<file path="src/rtl/gate_pkg.sv">
package gate_pkg;

    typedef enum logic [1:0] {
        MST_CORE0 = 2'd0,
        MST_CORE1 = 2'd1,
        MST_DMA   = 2'd2,
        MST_DEBUG = 2'd3
    } master_e;

    // Bit positions inside a permission word
    localparam int BIT_NS_USER = 0;
    localparam int BIT_NS_PRIV = 1;
    localparam int BIT_S_USER  = 2;
    localparam int BIT_S_PRIV  = 3;
    localparam int BIT_EN_BASE = 4;

    // Register word addresses
    localparam int ADR_LOCK    = 0;
    localparam int ADR_FORCE   = 1;
    localparam int ADR_RESTORE = 2;
    localparam int ADR_REGION0 = 16;

    localparam logic [3:0] LOCK_RESET = 4'b0100;

    function automatic logic [7:0] class_word(input logic [1:0] cls);
        case (cls)
            2'd0:    class_word = 8'hFF;
            2'd1:    class_word = 8'hFC;
            2'd2:    class_word = 8'hF8;
            default: class_word = 8'hB8;
        endcase
    endfunction

endpackage

</file>
<file path="src/rtl/gate_regs.sv">
module gate_regs
    import gate_pkg::*;
#(
    parameter int NUM_REGIONS = 8,
    parameter logic [2*NUM_REGIONS-1:0] REGION_CLASS = '0,
    parameter int CFG_AW = 6
) (
    input  logic                        clk,
    input  logic                        rst_n,
    input  logic                        cfg_we,
    input  logic [1:0]                  cfg_master,
    input  logic [CFG_AW-1:0]           cfg_addr,
    input  logic [7:0]                  cfg_wdata,
    output logic [7:0]                  cfg_rdata,
    output logic [3:0]                  lock_q,
    output logic                        force_q,
    output logic [NUM_REGIONS-1:0][7:0] perm_q
);

    localparam int IW = (NUM_REGIONS > 1) ? $clog2(NUM_REGIONS) : 1;

    typedef struct packed {
        logic [3:0]                  lock;
        logic                        force_c1;
        logic [NUM_REGIONS-1:0][7:0] perm;
    } state_t;

    state_t st_d, st_q;
    logic [NUM_REGIONS-1:0][7:0] dflt;
    logic [CFG_AW-1:0] reg_off;
    logic              reg_hit;
    logic              wr_ok;

    always_comb begin
        for (int i = 0; i < NUM_REGIONS; i++) begin
            dflt[i] = class_word(REGION_CLASS[2*i +: 2]);
        end
    end

    always_comb begin
        reg_off = cfg_addr - CFG_AW'(ADR_REGION0);
        reg_hit = (int'(cfg_addr) >= ADR_REGION0) && (int'(reg_off) < NUM_REGIONS);
        wr_ok   = cfg_we && !st_q.lock[cfg_master];
    end

    always_comb begin
        st_d = st_q;
        if (wr_ok) begin
            if (int'(cfg_addr) == ADR_LOCK) begin
                st_d.lock = st_q.lock | cfg_wdata[3:0];
            end else if (int'(cfg_addr) == ADR_FORCE) begin
                st_d.force_c1 = cfg_wdata[1];
            end else if (int'(cfg_addr) == ADR_RESTORE) begin
                if (cfg_wdata[0]) st_d.perm = dflt;
            end else if (reg_hit) begin
                st_d.perm[reg_off[IW-1:0]] = cfg_wdata;
            end
        end
    end

    always_ff @(posedge clk or negedge rst_n) begin
        if (!rst_n) begin
            st_q.lock     <= LOCK_RESET;
            st_q.force_c1 <= 1'b0;
            st_q.perm     <= dflt;
        end else begin
            st_q <= st_d;
        end
    end

    always_comb begin
        cfg_rdata = 8'h00;
        if (int'(cfg_addr) == ADR_LOCK) begin
            cfg_rdata = {4'h0, st_q.lock};
        end else if (int'(cfg_addr) == ADR_FORCE) begin
            cfg_rdata = {6'h0, st_q.force_c1, 1'b0};
        end else if (reg_hit) begin
            cfg_rdata = st_q.perm[reg_off[IW-1:0]];
        end
    end

    assign lock_q  = st_q.lock;
    assign force_q = st_q.force_c1;
    assign perm_q  = st_q.perm;

    AST_LOCK_STICKY: assert property (@(posedge clk) disable iff (!rst_n)
        ((lock_q & $past(lock_q)) == $past(lock_q)));

    AST_LOCKED_DROP: assert property (@(posedge clk) disable iff (!rst_n)
        (cfg_we && lock_q[cfg_master]) |=> ($stable(perm_q) && $stable(force_q) && $stable(lock_q)));

    AST_RESTORE_KEEP: assert property (@(posedge clk) disable iff (!rst_n)
        (cfg_we && int'(cfg_addr) == ADR_RESTORE) |=> ($stable(lock_q) && $stable(force_q)));

    AST_UNMAPPED_WR: assert property (@(posedge clk) disable iff (!rst_n)
        (cfg_we && int'(cfg_addr) > ADR_RESTORE && int'(cfg_addr) < ADR_REGION0)
        |=> ($stable(perm_q) && $stable(force_q) && $stable(lock_q)));

endmodule

</file>
<file path="src/rtl/gate_decode.sv">
module gate_decode
    import gate_pkg::*;
#(
    parameter int NUM_REGIONS = 8
) (
    input  logic [1:0]                       req_master,
    input  logic                             req_secure,
    input  logic                             req_priv,
    input  logic [$clog2(NUM_REGIONS):0]     req_region,
    input  logic                             force_c1,
    input  logic [NUM_REGIONS-1:0][7:0]      perm,
    output logic                             req_allow
);

    localparam int IW = (NUM_REGIONS > 1) ? $clog2(NUM_REGIONS) : 1;

    logic [7:0] word;
    logic       in_range;
    logic       eff_secure;
    logic       mst_en;
    logic       level_ok;

    always_comb begin
        in_range   = int'(req_region) < NUM_REGIONS;
        word       = perm[req_region[IW-1:0]];
        eff_secure = req_secure && !(force_c1 && req_master == MST_CORE1);
        mst_en     = word[BIT_EN_BASE + int'(req_master)];
        case ({eff_secure, req_priv})
            2'b11:   level_ok = word[BIT_S_PRIV];
            2'b10:   level_ok = word[BIT_S_PRIV] && word[BIT_S_USER];
            2'b01:   level_ok = word[BIT_NS_PRIV];
            default: level_ok = word[BIT_NS_PRIV] && word[BIT_NS_USER];
        endcase
        req_allow = in_range && mst_en && level_ok;
    end

endmodule

</file>
<file path="src/rtl/bus_access_gate.sv">
module bus_access_gate
    import gate_pkg::*;
#(
    parameter int NUM_REGIONS = 8,
    parameter logic [2*NUM_REGIONS-1:0] REGION_CLASS = 16'h7E50,
    parameter int CFG_AW = 6
) (
    input  logic                           clk,
    input  logic                           rst_n,
    input  logic                           cfg_we,
    input  logic [1:0]                     cfg_master,
    input  logic [CFG_AW-1:0]              cfg_addr,
    input  logic [7:0]                     cfg_wdata,
    output logic [7:0]                     cfg_rdata,
    input  logic [1:0]                     req_master,
    input  logic                           req_secure,
    input  logic                           req_priv,
    input  logic [$clog2(NUM_REGIONS):0]   req_region,
    output logic                           req_allow
);

    localparam int IW = (NUM_REGIONS > 1) ? $clog2(NUM_REGIONS) : 1;

    logic [3:0]                  lock_q;
    logic                        force_q;
    logic [NUM_REGIONS-1:0][7:0] perm_q;

    gate_regs #(
        .NUM_REGIONS (NUM_REGIONS),
        .REGION_CLASS(REGION_CLASS),
        .CFG_AW      (CFG_AW)
    ) u_regs (
        .clk       (clk),
        .rst_n     (rst_n),
        .cfg_we    (cfg_we),
        .cfg_master(cfg_master),
        .cfg_addr  (cfg_addr),
        .cfg_wdata (cfg_wdata),
        .cfg_rdata (cfg_rdata),
        .lock_q    (lock_q),
        .force_q   (force_q),
        .perm_q    (perm_q)
    );

    gate_decode #(
        .NUM_REGIONS(NUM_REGIONS)
    ) u_dec (
        .req_master(req_master),
        .req_secure(req_secure),
        .req_priv  (req_priv),
        .req_region(req_region),
        .force_c1  (force_q),
        .perm      (perm_q),
        .req_allow (req_allow)
    );

    AST_NEED_ENABLE: assert property (@(posedge clk) disable iff (!rst_n)
        req_allow |-> perm_q[req_region[IW-1:0]][BIT_EN_BASE + int'(req_master)]);

    AST_SEC_USER_PAIR: assert property (@(posedge clk) disable iff (!rst_n)
        (req_allow && req_secure && !req_priv && !(force_q && req_master == MST_CORE1))
        |-> perm_q[req_region[IW-1:0]][BIT_S_PRIV]);

    AST_NS_USER_PAIR: assert property (@(posedge clk) disable iff (!rst_n)
        (req_allow && !req_secure && !req_priv) |-> perm_q[req_region[IW-1:0]][BIT_NS_PRIV]);

    AST_FORCE_NS: assert property (@(posedge clk) disable iff (!rst_n)
        (req_allow && force_q && req_master == MST_CORE1 && req_priv)
        |-> perm_q[req_region[IW-1:0]][BIT_NS_PRIV]);

    AST_RANGE_DENY: assert property (@(posedge clk) disable iff (!rst_n)
        (int'(req_region) >= NUM_REGIONS) |-> !req_allow);

endmodule

</file>
<file path="config.mk">
export PLATFORM = sky130hd
export DESIGN_NAME = bus_access_gate
export DESIGN_NICKNAME = d
export VERILOG_FILES = /design/src/rtl/gate_pkg.sv /design/src/rtl/gate_regs.sv /design/src/rtl/gate_decode.sv /design/src/rtl/bus_access_gate.sv
export SDC_FILE = /design/constraint.sdc
export NUM_CORES = 1
export LEC_CHECK = 0
export BUFFER_PORTS_ARGS = -buffer_cell sky130_fd_sc_hd__buf_4
export CORE_UTILIZATION = 40
export DETAILED_ROUTE_END_ITERATION = 12
export PLACE_DENSITY = 0.63
export SKIP_LAST_GASP = 1
export SLEW_MARGIN = 20
export SYNTH_ARGS = -nofsm -noshare
export SYNTH_HDL_FRONTEND = slang
export SYNTH_SLANG_ARGS = --single-unit
</file>
<file path="constraint.sdc">
create_clock -name clk -period 5.6 [get_ports clk]
set_input_delay 0.56 -clock clk [delete_from_list [all_inputs] [get_ports clk]]
set_output_delay 0.56 -clock clk [all_outputs]
set_load 0.02 [all_outputs]
</file>
## After elaboration in Yosys (flattened, before gate mapping)

Index checks and enable logic that the tools add are counted.

| storage, ports and cells | value |
|---|---|
| output and inout port bits | 9 |
| logic and storage cells | 65 |
| register bits after elaboration | 69 |
| input port bits | 27 |

| cells by class | value |
|---|---|
| bitwise logic cells | 3 |
| mux-type cells | 19 |
| add/subtract/negate cells | 2 |
| magnitude comparators | 8 |
| reductions and logical operators | 16 |
| equal/unequal tests | 7 |

Operators with widths:

| kind | number |
|---|---|
| two-way mux 64 bit | 3 |
| bitwise mux 64 bit | 1 |
| binary-select mux 8 bit (select 3 bit) | 2 |
| two-way mux 8 bit | 6 |
| less-than comparator 32 x 5 -> 1 bit (second input constant) | 1 |
| demux 8 bit (select 3 bit) | 1 |
| logical AND 1 bit | 9 |
| less-than comparator 3 x 4 -> 1 bit (second input constant) | 2 |
| == test 6 x 2 -> 1 bit (second input constant) | 1 |
| == test 6 x 3 -> 1 bit (second input constant) | 1 |
| greater-or-equal comparator 6 x 5 -> 1 bit (second input constant) | 1 |
| zero test 6 bit | 1 |
| less-than comparator 6 x 4 -> 1 bit (second input constant) | 1 |
| subtractor 6 x 5 -> 6 bit (second input constant) | 1 |
| AND reduction 5 bit | 1 |
| adder 3 x 2 -> 4 bit (first input constant) | 1 |
| == test 2 x 1 -> 1 bit (second input constant) | 2 |
| == test 2 bit (second input constant) | 2 |
| less-than comparator 4 bit (second input constant) | 1 |
| bitwise OR 4 bit | 1 |
| binary-select mux 1 bit (select 3 bit) | 1 |
| greater-or-equal comparator 3 x 1 -> 1 bit (second input constant) | 1 |
| less-than comparator 2 x 3 -> 1 bit (second input constant) | 1 |
| two-way mux 1 bit | 3 |
| 8 further kinds | 10 |

## Logic depth before layout (Yosys ltp)

| logic depth | value |
|---|---|
| depth after elaboration | 8 |
| depth in mapped cells | 7 |
| mapped depth without buffers | 5 |

## Hierarchy

A second synthesis with hierarchy kept.

| unflattened totals | value |
|---|---|
| cell total of the unflattened synthesis | 308 |
| area, all modules | 4127.7 um^2 |

By module, submodules not included:

| module | cells each | sequential area each (um^2) | area an instance (um^2) | instances |
|---|---|---|---|---|
| gate_regs | 267 | 1786.7 | 3598.5 | 1 |
| gate_decode | 41 | 0.0 | 529.3 | 1 |

## Least setup slack after synthesis

Ideal clock, no wire load.

| path | value |
|---|---|
| kind | input -> output |
| start point | in req_region[0] |
| end point | out req_allow |
| slack | 2.862 ns |
| buffers on the path | 2 |
| data required time | 5.040 ns |
| stages | 5 |
| arrival | 2.178 ns |
| cell sequence | buf_2 -> buf_2 -> mux4_2 -> a221o_1 -> a211oi_1 |

| on the way | value |
|---|---|
| word-level cells in the longest chain between the ends | 7 |
| elaborated cells between the ends (all ways) | 11 |
| those cells by class | order compare: 1; mux: 6; reduce/logical: 4 |

Ends and longest elaborated chain:

| what | line | RTL |
|---|---|---|
| from (decl) | bus_access_gate.sv:18 | `input logic [$clog2(NUM_REGIONS):0] req_region,` |
| binary-select mux 8 bit (select 3 bit) | gate_decode.sv:25 | `word = perm[req_region[IW-1:0]];` |
| two-way mux 8 bit (implied by the code) | gate_decode.sv:25 |  |
| binary-select mux 1 bit (select 3 bit) | gate_decode.sv:27 | `mst_en = word[BIT_EN_BASE + int'(req_master)];` |
| two-way mux 1 bit (implied by the code) (2 in series) | gate_decode.sv:27 |  |
| logical AND 1 bit | gate_decode.sv:34 | `req_allow = in_range && mst_en && level_ok;` |
| logical AND 1 bit (*) | gate_decode.sv:34 |  |
| to (decl) | bus_access_gate.sv:19 | `output logic req_allow` |

Mark *: on every way between the ends. The rest lies on a longest branch, timed or not. The select of a mux whose other input is x is not followed.

## Worst setup path in the final report

| path | value |
|---|---|
| start point | reg, netlist name u_regs.perm_q[26] |
| end point | out req_allow |

| on the way | value |
|---|---|
| word-level cells in the longest chain between the ends | 7 |
| elaborated cells between the ends (all ways) | 9 |
| those cells by class | mux: 6; reduce/logical: 3 |

Ends and longest elaborated chain:

| what | line |
|---|---|
| binary-select mux 8 bit (select 3 bit) (*) | gate_decode.sv:25 |
| two-way mux 8 bit (implied by the code) (*) | gate_decode.sv:25 |
| binary-select mux 1 bit (select 3 bit) | gate_decode.sv:27 |
| two-way mux 1 bit (implied by the code) (2 in series) | gate_decode.sv:27 |
| logical AND 1 bit | gate_decode.sv:34 |
| logical AND 1 bit (*) | gate_decode.sv:34 |

Marked as above.

==> flow_summary.toml <==
[status]
status = "complete, no violations"

[timing]
min_period_ps = 2790
fin_crit_sh_pct = 49.7
finalMaxSlewViolations = 0
worst_pin_slew_ps = 917
tns_ps = 0
rsz0062_at_grt = "false"
relSlewSlack_pct = 38.3
fmax_ghz = 0.359
setup-violations-final = 0
hold_violations = 0
skew_ps = 8.94
hold_ws_ps = 352

[clocking]
h-tree-depth = 3
cts_hold_buf = 0
cts_buffers = 9
cts_setup_buffers = 0
insertion_delay_ps = 350
cts_sinks = 69
clk_path_buf_depth = 2
cts_resized = 0
clk_pin_slew_ps = 80
cts_tree = "done"
cts_root_buf = "clkbuf_8"

[floorplanning]
start_util_pct = 42.2
rows = 35
die_area_sq_mm = 0.0103
core_sq_mm = 0.00942
pin_count = 36
die_w_um = 102
die_h_um = 102

[logic_synthesis]
avgSynthCellArea_sq_um = 13.8
syn-instance-count = 287
netlist-cell-type-count = 41
synthAdderAreaFrac_pct = 0
synth-xor-area-share_pct = 0
syn_nets = 314
synth_seq_cells = 69
synth_top_family_by_area = "multiplexers"
syn_area_sq_mm = 0.00397
synth-simple-area-share_pct = 8.32
seq_area_frac_synth_pct = 45.0
synthMuxAreaShare_pct = 34.0
yosysWarnings = 0
synth_compound_area_share_pct = 10.1

[global_routing]
grt_max_degree = 70
grt_first_pass_wirelength_um = 15700
grt_use_total_pct = 20.8
first_global_vias = 2762
antenna_found_initial = 0
gr-total-overflow = 0

[critical_path]
critPathLaunch = "u_regs.perm_q[26]"
cp-end-kind = "primary output"
cp_data_required_time_ps = 5040
arrival_ps = 2230
reg2reg_to = "u_regs.perm_q[14]"
rr_worst_depth = 5
path_class = "flop to primary output"
worstSetupStartpointType = "flop"
r2r-start = "u_regs.lock_q[3]"
path_max_fanout = 3
rrSetupSlack_ps = 3280

[routing]
detail-route-antenna-nets = 0
vias = 2622
via_per_inst = 5.83
wl_per_cell_um = 21.6
wl_um = 9730
first_pass_iters = 4
drc = 0
drt_iter0_drc = 136

[power_and_ir_drop]
finalPower_mw = 1.30
p_leak_nw = 1.77
ir_worst_vdd_v = 0.000128
power.density_mw_per_mm2 = 291

[layout]
n_antenna_cell = 0
seqCellArea_sq_mm = 0.00179
fill_cells = 845
fin_area_sq_mm = 0.00447
area_delta_synth_final_pct = 12.7
mostFrequentLayoutCell = "mux2_2"
drive_above_1_share_pct = 58.3
final_cell_mix = "mux2_2, dfstp_2, buf_4, mux4_2, dfrtp_1"
final_util_pct = 47.5
fin_nets = 343
multi_input_area_sq_mm = 0.00208

[min_path]
hold_path.class = "input pin to asynchronous set/reset pin"

[run]
drv_cap = 0

[place]
dp_hpwl_um = 6680
place_area_sq_mm = 0.00431
place_congestion = 0.817
portBuffers = 35
==> registers in the layout (all words and copies together) (netlist names) <==
register,cells
u_regs.perm_q,64
u_regs.force_q,1
u_regs.lock_q,4
==> cells by family after synthesis <==
family,after synthesis
simple gates,54
flops,69
buf+inv,22
mux,90
compound gates,52
==> through the flow <==
step,worst slack (ps),instances
floorplan,2860,287
global placement,2670,434
detailed placement,2710,434
CTS,2780,450
global route,2650,450
finish,2810,450
==> synth_stat cells, drive strengths merged <==
cell type	count	share of area, %
nor4	6	2.1
a221o	1	0.25
mux4	31	18
a211oi	3	1.0
and2	1	0.16
mux2i	9	2.3
o22ai	2	0.32
inv	5	0.47
a21o	4	0.76
dfrtp	21	13
clkbuf	5	0.47
and3	1	0.16
or3	1	0.16
nand2b	11	1.9
nand3b	1	0.19
o2bb2ai	2	0.44
nor3	3	0.38
buf	12	1.6
o21ai	20	2.7
o211ai	1	0.32
o32ai	1	0.22
nor2b	2	0.32
nor2	7	0.85
nand3	4	0.50
a22o	8	1.8
a32oi	1	0.69
a32o	3	0.76
o2111ai	1	0.22
dfstp	48	32
nand2	17	1.6
a21oi	5	0.63
mux2	50	14
==> area by class of cell <==
cell class | instances | share of cell area [%]
clock buffer | 14 | 3.41
inverter | 5 | 0.419
tap | 129 | 3.61
multi-input combinational | 196 | 46.5
sequential | 69 | 39.9
timing repair buffer | 35 | 5.87
clock inverter | 2 | 0.224
==> per-layer routing <==
layer,global-route usage [%],vias up,share of wire [%]
met2,31.1,78,47
met4,8.36,0,1.8
met3,3.93,13,4.6
met1,29.7,1358,47
met5,0,-,0
li1,-,1173,-
==> power breakdown <==
group | total [mW] | internal, mW | leakage (nW) | switching (mW)
registers | 0.679 | 0.618 | 0.769 | 0.0611
logic | 0.265 | 0.154 | 0.912 | 0.112
clock network | 0.359 | 0.172 | 0.0844 | 0.186
total | 1.30 | 0.944 | 1.77 | 0.359
==> how the worst max path moves through the flow <==
stage | to | slack [ps] | cells past startpoint
6_report | req_allow | 2810 | 5
3_5_place_dp | u_regs.perm_q[63] | 2710 | 5
4_1_cts | req_allow | 2780 | 5
3_3_place_gp | u_regs.perm_q[59] | 2670 | 5
5_1_grt | req_allow | 2650 | 5
2_1_floorplan | req_allow | 2860 | 5
==> worst max-delay path, stage by stage, from the launching register on <==
cell,delay [ps]
dfstp_2,540
o21ai_0,90
mux4_2,480
a221o_1,300
a211oi_1,270
buf_4,210
Note: power is estimated with default switching activity, not from simulation.
